<file path="src/rtl/stk_pkg.sv">
package stk_pkg;
  typedef enum logic [2:0] {
    CMD_PUSH  = 3'd0,
    CMD_PULL  = 3'd1,
    CMD_PUSHP = 3'd2,
    CMD_PULLP = 3'd3,
    CMD_CALL  = 3'd4,
    CMD_RET   = 3'd5,
    CMD_BRK   = 3'd6,
    CMD_RTI   = 3'd7
  } stk_cmd_e;

  typedef enum logic [1:0] {
    AK_NONE,
    AK_PUSH,
    AK_PULL,
    AK_VEC
  } acc_kind_e;

  typedef enum logic [2:0] {
    WS_DIN,
    WS_STAT,
    WS_RETHI,
    WS_RETLO,
    WS_PCHI,
    WS_PCLO,
    WS_BRKST
  } wsel_e;
endpackage

</file>
<file path="src/rtl/stk_ptr.sv">
module stk_ptr #(
  parameter int SP_W = 8
) (
  input  logic            clk,
  input  logic            rst_n,
  input  logic            dec,
  input  logic            inc,
  output logic [SP_W-1:0] sp,
  output logic [SP_W-1:0] sp_up
);
  assign sp_up = sp + SP_W'(1);

  always_ff @(posedge clk) begin
    if (!rst_n)   sp <= '0;
    else if (dec) sp <= sp - SP_W'(1);
    else if (inc) sp <= sp_up;
  end

  // the pointer never moves both ways at once
  p_one_dir_r2: assert property (@(posedge clk) disable iff (!rst_n)
    !(dec && inc));
endmodule

</file>
<file path="src/rtl/stk_plan.sv">
module stk_plan
  import stk_pkg::*;
#(
  parameter int STEP_W = 3
) (
  input  stk_cmd_e          cmd,
  input  logic [STEP_W-1:0] step,
  output acc_kind_e         kind,
  output wsel_e             wsel,
  output logic              vec_hi,
  output logic [STEP_W-1:0] nacc
);
  always_comb begin
    kind   = AK_NONE;
    wsel   = WS_DIN;
    vec_hi = 1'b0;
    nacc   = STEP_W'(1);
    unique case (cmd)
      CMD_PUSH:  kind = AK_PUSH;
      CMD_PUSHP: begin kind = AK_PUSH; wsel = WS_STAT; end
      CMD_PULL, CMD_PULLP: kind = AK_PULL;
      CMD_CALL: begin
        nacc = STEP_W'(2);
        kind = AK_PUSH;
        wsel = (step == '0) ? WS_RETHI : WS_RETLO;
      end
      CMD_RET: begin nacc = STEP_W'(2); kind = AK_PULL; end
      CMD_BRK: begin
        nacc = STEP_W'(5);
        case (step)
          STEP_W'(0): begin kind = AK_PUSH; wsel = WS_PCHI;  end
          STEP_W'(1): begin kind = AK_PUSH; wsel = WS_PCLO;  end
          STEP_W'(2): begin kind = AK_PUSH; wsel = WS_BRKST; end
          default: begin kind = AK_VEC; vec_hi = (step == STEP_W'(4)); end
        endcase
      end
      CMD_RTI: begin nacc = STEP_W'(3); kind = AK_PULL; end
      default: ;
    endcase
    if (step >= nacc) kind = AK_NONE;
  end
endmodule

</file>
<file path="src/rtl/stk_xfer_seq.sv">
module stk_xfer_seq
  import stk_pkg::*;
#(
  parameter logic [7:0]  STACK_PAGE = 8'h01,
  parameter logic [15:0] VEC_ADDR   = 16'hFFFE,
  parameter int          B_BIT      = 4,
  parameter int          I_BIT      = 2,
  parameter int          ONE_BIT    = 5,
  parameter int          STEP_W     = 3,
  parameter int          NSLOT      = 3
) (
  input  logic        clk,
  input  logic        rst_n,
  input  logic        cmd_valid,
  output logic        cmd_ready,
  input  logic [2:0]  cmd_code,
  input  logic [7:0]  push_byte,
  input  logic [15:0] pc_in,
  input  logic [15:0] call_target,
  input  logic [7:0]  status_in,
  output logic        mem_en,
  output logic        mem_we,
  output logic [15:0] mem_addr,
  output logic [7:0]  mem_wdata,
  input  logic [7:0]  mem_rdata,
  output logic [7:0]  pull_byte,
  output logic [15:0] pc_out,
  output logic [7:0]  status_out,
  output logic [7:0]  sp_out,
  output logic        done
);
  localparam int          SLOT_W = $clog2(NSLOT);
  localparam logic [7:0]  B_MASK = 8'(1 << B_BIT);
  localparam logic [7:0]  I_MASK = 8'(1 << I_BIT);
  localparam logic [7:0]  F_MASK = 8'(1 << ONE_BIT);

  logic              busy;
  stk_cmd_e          cmd_q;
  logic [STEP_W-1:0] step, nacc;
  logic [7:0]        din_q, st_q;
  logic [15:0]       pc_q, tgt_q, ret_addr;
  logic              rd_pend;
  logic [SLOT_W-1:0] rd_slot, rd_cnt;
  logic [NSLOT-1:0][7:0] merged;
  acc_kind_e         kind;
  wsel_e             wsel;
  logic              vec_hi, issue, finish, accept, is_rd;
  logic [7:0]        sp, sp_up;

  assign cmd_ready = !busy;
  assign accept    = cmd_valid && cmd_ready;
  assign issue     = busy && (step < nacc);
  assign finish    = busy && (step == nacc);
  assign is_rd     = (kind == AK_PULL) || (kind == AK_VEC);
  assign ret_addr  = pc_q - 16'd1;
  assign sp_out    = sp;

  stk_plan #(.STEP_W(STEP_W)) u_plan (
    .cmd(cmd_q), .step(step), .kind(kind), .wsel(wsel),
    .vec_hi(vec_hi), .nacc(nacc)
  );

  stk_ptr #(.SP_W(8)) u_ptr (
    .clk(clk), .rst_n(rst_n),
    .dec(issue && (kind == AK_PUSH)),
    .inc(issue && (kind == AK_PULL)),
    .sp(sp), .sp_up(sp_up)
  );

  // memory request
  always_comb begin
    mem_en   = issue && (kind != AK_NONE);
    mem_we   = issue && (kind == AK_PUSH);
    mem_addr = '0;
    case (kind)
      AK_PUSH: mem_addr = {STACK_PAGE, sp};
      AK_PULL: mem_addr = {STACK_PAGE, sp_up};
      AK_VEC:  mem_addr = VEC_ADDR + 16'(vec_hi);
      default: mem_addr = '0;
    endcase
    case (wsel)
      WS_STAT:  mem_wdata = st_q;
      WS_RETHI: mem_wdata = ret_addr[15:8];
      WS_RETLO: mem_wdata = ret_addr[7:0];
      WS_PCHI:  mem_wdata = pc_q[15:8];
      WS_PCLO:  mem_wdata = pc_q[7:0];
      WS_BRKST: mem_wdata = st_q | B_MASK;
      default:  mem_wdata = din_q;
    endcase
  end

  // read-capture slots, one per read of a command
  for (genvar g = 0; g < NSLOT; g++) begin : g_cap
    logic [7:0] cap_r;
    logic       hit;
    assign hit = rd_pend && (rd_slot == SLOT_W'(g));
    always_ff @(posedge clk) begin
      if (!rst_n)   cap_r <= '0;
      else if (hit) cap_r <= mem_rdata;
    end
    assign merged[g] = hit ? mem_rdata : cap_r;
  end

  // sequencing and results
  always_ff @(posedge clk) begin
    if (!rst_n) begin
      busy       <= 1'b0;
      cmd_q      <= CMD_PUSH;
      step       <= '0;
      din_q      <= '0;
      st_q       <= '0;
      pc_q       <= '0;
      tgt_q      <= '0;
      rd_pend    <= 1'b0;
      rd_slot    <= '0;
      rd_cnt     <= '0;
      pull_byte  <= '0;
      pc_out     <= '0;
      status_out <= '0;
      done       <= 1'b0;
    end else begin
      done    <= 1'b0;
      rd_pend <= issue && is_rd;
      if (accept) begin
        busy   <= 1'b1;
        cmd_q  <= stk_cmd_e'(cmd_code);
        step   <= '0;
        rd_cnt <= '0;
        din_q  <= push_byte;
        st_q   <= status_in;
        pc_q   <= pc_in;
        tgt_q  <= call_target;
      end
      if (issue) begin
        step    <= step + STEP_W'(1);
        rd_slot <= rd_cnt;
        if (is_rd) rd_cnt <= rd_cnt + SLOT_W'(1);
      end
      if (finish) begin
        busy <= 1'b0;
        done <= 1'b1;
        case (cmd_q)
          CMD_PULL:  pull_byte  <= merged[0];
          CMD_PULLP: status_out <= merged[0] | F_MASK;
          CMD_CALL:  pc_out     <= tgt_q;
          CMD_RET:   pc_out     <= {merged[1], merged[0]} + 16'd1;
          CMD_BRK: begin
            pc_out     <= {merged[1], merged[0]};
            status_out <= st_q | B_MASK | I_MASK;
          end
          CMD_RTI: begin
            status_out <= merged[0] | F_MASK;
            pc_out     <= {merged[2], merged[1]};
          end
          default: ;
        endcase
      end
    end
  end

  // every write lands in the stack page and SP steps down after it
  p_push_page_r2: assert property (@(posedge clk) disable iff (!rst_n)
    mem_we |-> (mem_addr[15:8] == STACK_PAGE));
  p_push_dec_r2: assert property (@(posedge clk) disable iff (!rst_n)
    (mem_en && mem_we) |=> (sp_out == $past(mem_addr[7:0]) - 8'd1));
  // a stack read uses the already-incremented pointer
  p_pull_preinc_r3: assert property (@(posedge clk) disable iff (!rst_n)
    (mem_en && !mem_we && (mem_addr[15:8] == STACK_PAGE)) |=>
    (sp_out == $past(mem_addr[7:0])));
  // single-cycle done, no access while ready, ready back with done
  p_done_pulse_r1: assert property (@(posedge clk) disable iff (!rst_n)
    done |=> !done);
  p_busy_access_r1: assert property (@(posedge clk) disable iff (!rst_n)
    mem_en |-> !cmd_ready);
  p_done_ready_r1: assert property (@(posedge clk) disable iff (!rst_n)
    done |-> cmd_ready);
  // a pulled status always shows bit 5 set
  p_fixed_bit_r4: assert property (@(posedge clk) disable iff (!rst_n)
    (done && ((cmd_q == CMD_PULLP) || (cmd_q == CMD_RTI))) |-> status_out[ONE_BIT]);
  // break leaves B and I set
  p_brk_flags_r7: assert property (@(posedge clk) disable iff (!rst_n)
    (done && (cmd_q == CMD_BRK)) |-> (status_out[B_BIT] && status_out[I_BIT]));
endmodule

</file>
<file path="config.mk">
export PLATFORM = sky130hd
export DESIGN_NAME = stk_xfer_seq
export DESIGN_NICKNAME = d
export VERILOG_FILES = /design/src/rtl/stk_pkg.sv /design/src/rtl/stk_ptr.sv /design/src/rtl/stk_plan.sv /design/src/rtl/stk_xfer_seq.sv
export SDC_FILE = /design/constraint.sdc
export NUM_CORES = 1
export LEC_CHECK = 0
export BUFFER_PORTS_ARGS = -buffer_cell sky130_fd_sc_hd__clkbuf_2
export CAP_MARGIN = 10
export CORE_AREA = 2 2 97 136
export DETAILED_ROUTE_END_ITERATION = 6
export DIE_AREA = 0 0 99 138
export PLACE_DENSITY = 0.79
export SLEW_MARGIN = 30
export SYNTH_ARGS = -nofsm -noshare
export SYNTH_HDL_FRONTEND = slang
export SYNTH_HIERARCHICAL = 1
export SYNTH_SLANG_ARGS = --single-unit
</file>
<file path="constraint.sdc">
create_clock -name clk -period 3.9 [get_ports clk]
set_input_delay 0 -clock clk [delete_from_list [all_inputs] [get_ports clk]]
set_output_delay 0 -clock clk [all_outputs]
set_load 0.03 [all_outputs]
</file>
==> metrics.txt <==
Hold Path Depth=3; I/O pin total=130; type of element capturing the critical path=primary output; # fillers=1014; Tmin final=3.22 ns; cell row count=between 40 and 50; Bufs and invs on worst path=1; initial antenna violation count=0; Yosys reg bits=125; height of the die=approximately 140 um; Worst path slowest cell=o22ai_1; outcome=complete, but fails checks; Die ar.=roughly 14000 um2; Ant. Diodes=0; Ys Warns=6; Skew-Pair Late Insertion Delay=about 0.42 ns; cell count of the worst reg-to-reg path=12; Crit Path Max Fanout=11; Post-synth EDFFs=0; core box area=12600 um2; Placed Instances=1121; sequential power share=37.1%; CP Launch Point=cmd_q[1]; pre-CTS setup slack=between 0.8 and 0.9 ns; largest cells by area after synthesis=dfxtp_1, nand2_1, a21oi_1; first-pass GRT wire length=33900 um; top-area cell type share of the netlist area=36.5%; type of origin of the critical path=flop; Worst-path clk slew=0.05 ns; Setup CP Type=flop to primary output; Peak Freq=310 MHz; Top FF cell, synth=dfxtp_1; Mean Syn Cell Area=7.76 um2; R2R Path Start=cmd_q[2]; drt pass-1 iters=7; H-Tree Depth=4; Total Routing Usage GR=roughly 31%; total CTS buffers=17; reg2reg setup slack=0.72 ns; final setup vio count=0; Final Total Pwr=3.82 mW; Post-synth ARST share=0%; Yosys top cell by area=dfxtp_1; P_leak=3.67 nW; Logic pwr share=roughly a fifth; Slowest Stage Delay on Critical Path=0.68 ns; Worst Path Required=around 3.9 ns; vias=7109; # port buffers=129; Finished Layout Cells=1210; Worst Path Arrival=about 3.2 ns; postcts setup bufs=0; Clock Tree Buf Depth=2; share of layout cells above drive strength 1=19.7%; Synth cell types=70; # DRC=2; CP top delay family=compound AO/OA/AOI/OAI gates; Max-slew headroom=between 30% and 40%; vias per cell=around 5.9; Post-Syn Area=6850 um2; Psw=1.09 mW; unrepaired setup endpoints after global routing=false; hold worst-path end=g_cap[2].cap_r[0]; Synth Instances=883; maximum VDD drop=0.334 mV; P&R area growth vs syn=27.9%; Slew Limit Fails=0; vias in the first global route=6775; worst hold path startpoint=mem_rdata[0]; worst-margin pin slew=slightly above 0.9 ns; violated checks=design-rule violations; CTS tree=done; per-cell routed wire length=17.3 um; Routed Antenna Nets=0; DRT iter0 DRCs=653; Cell Chain, Critical Path=or2b_1 -> o22ai_1 -> nor2_1 -> a21oi_1 -> o32a_2 -> clkbuf_2; max-cap violations=0; Sw Share=28.5%; Seq/Total Area, Yosys=between 30% and 40%; Worst Clk Skew=0.0111 ns; Hold Vio Cnt, Final=0; cell-internal power=2.73 mW; fin worst setup slack=0.676 ns; Placer Congestion=0.980; DP HPWL=approximately 14000 um; Sink Count=125; setup TNS=0 ns; largest net degree at the start of global routing=56; Fin Hold WS=approximately 0.019 ns; Die Wd=99 um; GR Overflow Total=0; root buffer cell=clkbuf_16; net count after synthesis=~960; Initial Util=a little over half; RR Endpoint=u_ptr/sp[5]; final WL=21000 um; PD cells=436 nW/um2; Hold Crit Class=input pin to flop; final worst-path cycle share=82.7%; Clk pwr share=44.2%; Final Net Count=1117
[state kept, by name, indices dropped and copies added, names as in the netlist, 2 cells and up]
| register | cells |
|---|---|
| rd_slot | 2 |
| rd_cnt | 2 |
| pc_q | 16 |
| din_q | 8 |
| pc_out | 16 |
| g_cap.cap_r | 24 |
| cmd_q | 3 |
| status_out | 8 |
| st_q | 8 |
| tgt_q | 16 |
| step | 3 |
| pull_byte | 8 |
| u_ptr/sp | 8 |
[worst reg2reg max path, delay by kind of cell, from the launching register on]
| kind | cells | cell delay (ns) |
|---|---|---|
| DFF | 1 | 0.30 |
| adders and majority gates | 1 | 0.28 |
| and+or+nand+nor | 4 | 1.06 |
| muxes | 1 | 0.20 |
| AOI/OAI and AO/OA | 3 | 0.61 |
| buffers and inverters | 3 | 0.66 |
[metrics by stage]
step | utilization, % | area, um2
6_report | 69.7 | 8760
3_3_place_gp | 59.9 | 7530
5_1_grt | 69.7 | 8760
2_1_floorplan | - | 6850
3_5_place_dp | 60.1 | 7550
4_1_cts | 69.7 | 8750
[cell type report]
class	count	area, um2	share of cell area, %
clock buffer	22	474	5.41
multi-input combinational	676	3990	45.6
timing repair buffer	202	1360	15.5
tap	153	191	2.19
sequential	125	2500	28.6
clock inverter	10	161	1.84
inverter	22	82.6	0.943
[power groups by stage]
| stage | registers, mW | logic (mW) | clock network (mW) |
|---|---|---|---|
| 2_1_floorplan | 1.44 | 0.475 | 0 |
| 3_3_place_gp | 1.44 | 0.644 | 0 |
| 3_5_place_dp | 1.44 | 0.654 | 0 |
| 4_1_cts | 1.42 | 0.703 | 1.69 |
| 5_1_grt | 1.42 | 0.779 | 1.76 |
| 6_report | 1.42 | 0.717 | 1.69 |
[worst max-delay path by stage]
| stage | endpoint | slack (ns) | depth (start not counted) |
|---|---|---|---|
| floorplan | u_ptr/sp[5] | 0.12 | 10 |
| global placement | u_ptr/sp[5] | 0.94 | 12 |
| detailed placement | u_ptr/sp[5] | 0.88 | 12 |
| CTS | mem_wdata[4] | 0.76 | 6 |
| global route | mem_wdata[4] | 0.48 | 7 |
| finish | mem_wdata[4] | 0.68 | 6 |
[cell usage in the layout (no fill, tap or decap), types with 4 or more instances in the layout]
master         synthesis  layout
or3_1                  7       7
buf_4                  8      14
dfxtp_1              125     125
and3_1                 5       5
nand2b_1               9       9
and2_1                 5       5
a21oi_1               94      94
nor2_1                95      95
nand4_1                5       5
o211ai_1               6       6
nand3b_1               8       8
xnor2_1               16      16
nor3_1                11      11
mux2_2                10      10
clkbuf_16              0      17
clkbuf_2               0     129
inv_1                 22      21
o22ai_1                9       9
ha_1                  11      11
xor2_1                13      13
mux2i_1               38      38
a31oi_1                8       8
a211oi_1              13      13
nand3_1               21      21
o21ai_0               34      34
dlygate4sd3_1          0      57
a221oi_1               5       5
bufinv_16              0       4
nor2b_1               10       9
o221ai_1               6       6
and4_1                 4       4
o21a_1                 8       8
nand2_1              168     167
[layer usage]
| layer | vias to the layer above | routed length, um | track usage (%) |
|---|---|---|---|
| met5 | - | 0 | 0 |
| met2 | 316 | 10700 | 54.0 |
| li1 | 3391 | - | - |
| met4 | 0 | 1100 | 16.4 |
| met3 | 78 | 1410 | 6.07 |
| met1 | 3324 | 7780 | 34.4 |
[synth_stat cells, drive strengths merged, types with 3 or more instances]
master,n
a211o,3
a211oi,15
a21o,3
a21oi,94
a221oi,5
a31oi,8
and2,6
and3,5
and4,4
buf,23
clkbuf,37
dfxtp,125
ha,11
inv,22
mux2,10
mux2i,38
nand2,168
nand2b,9
nand3,22
nand3b,9
nand4,5
nor2,95
nor2b,11
nor3,12
nor3b,4
nor4,4
nor4b,3
o211ai,6
o21a,8
o21ai,34
o221ai,6
o22ai,9
or2b,3
or3,7
or4,4
xnor2,16
xor2,13
[cell families after synthesis]
kind of cell,share of synthesized area (%)
AOI/OAI and AO/OA,18.7
buffers and inverters,5.42
DFF,36.5
muxes,7.20
and+or+nand+nor,26.4
adders and majority gates,2.01
xor gates and xnor gates,3.71
[timing repair]
item	4_1_cts	5_1_grt
resized for setup	0	0
endpoints found under the hold margin	57	0
hold buffers	57	0
Power figures use the tool's default switching activity.
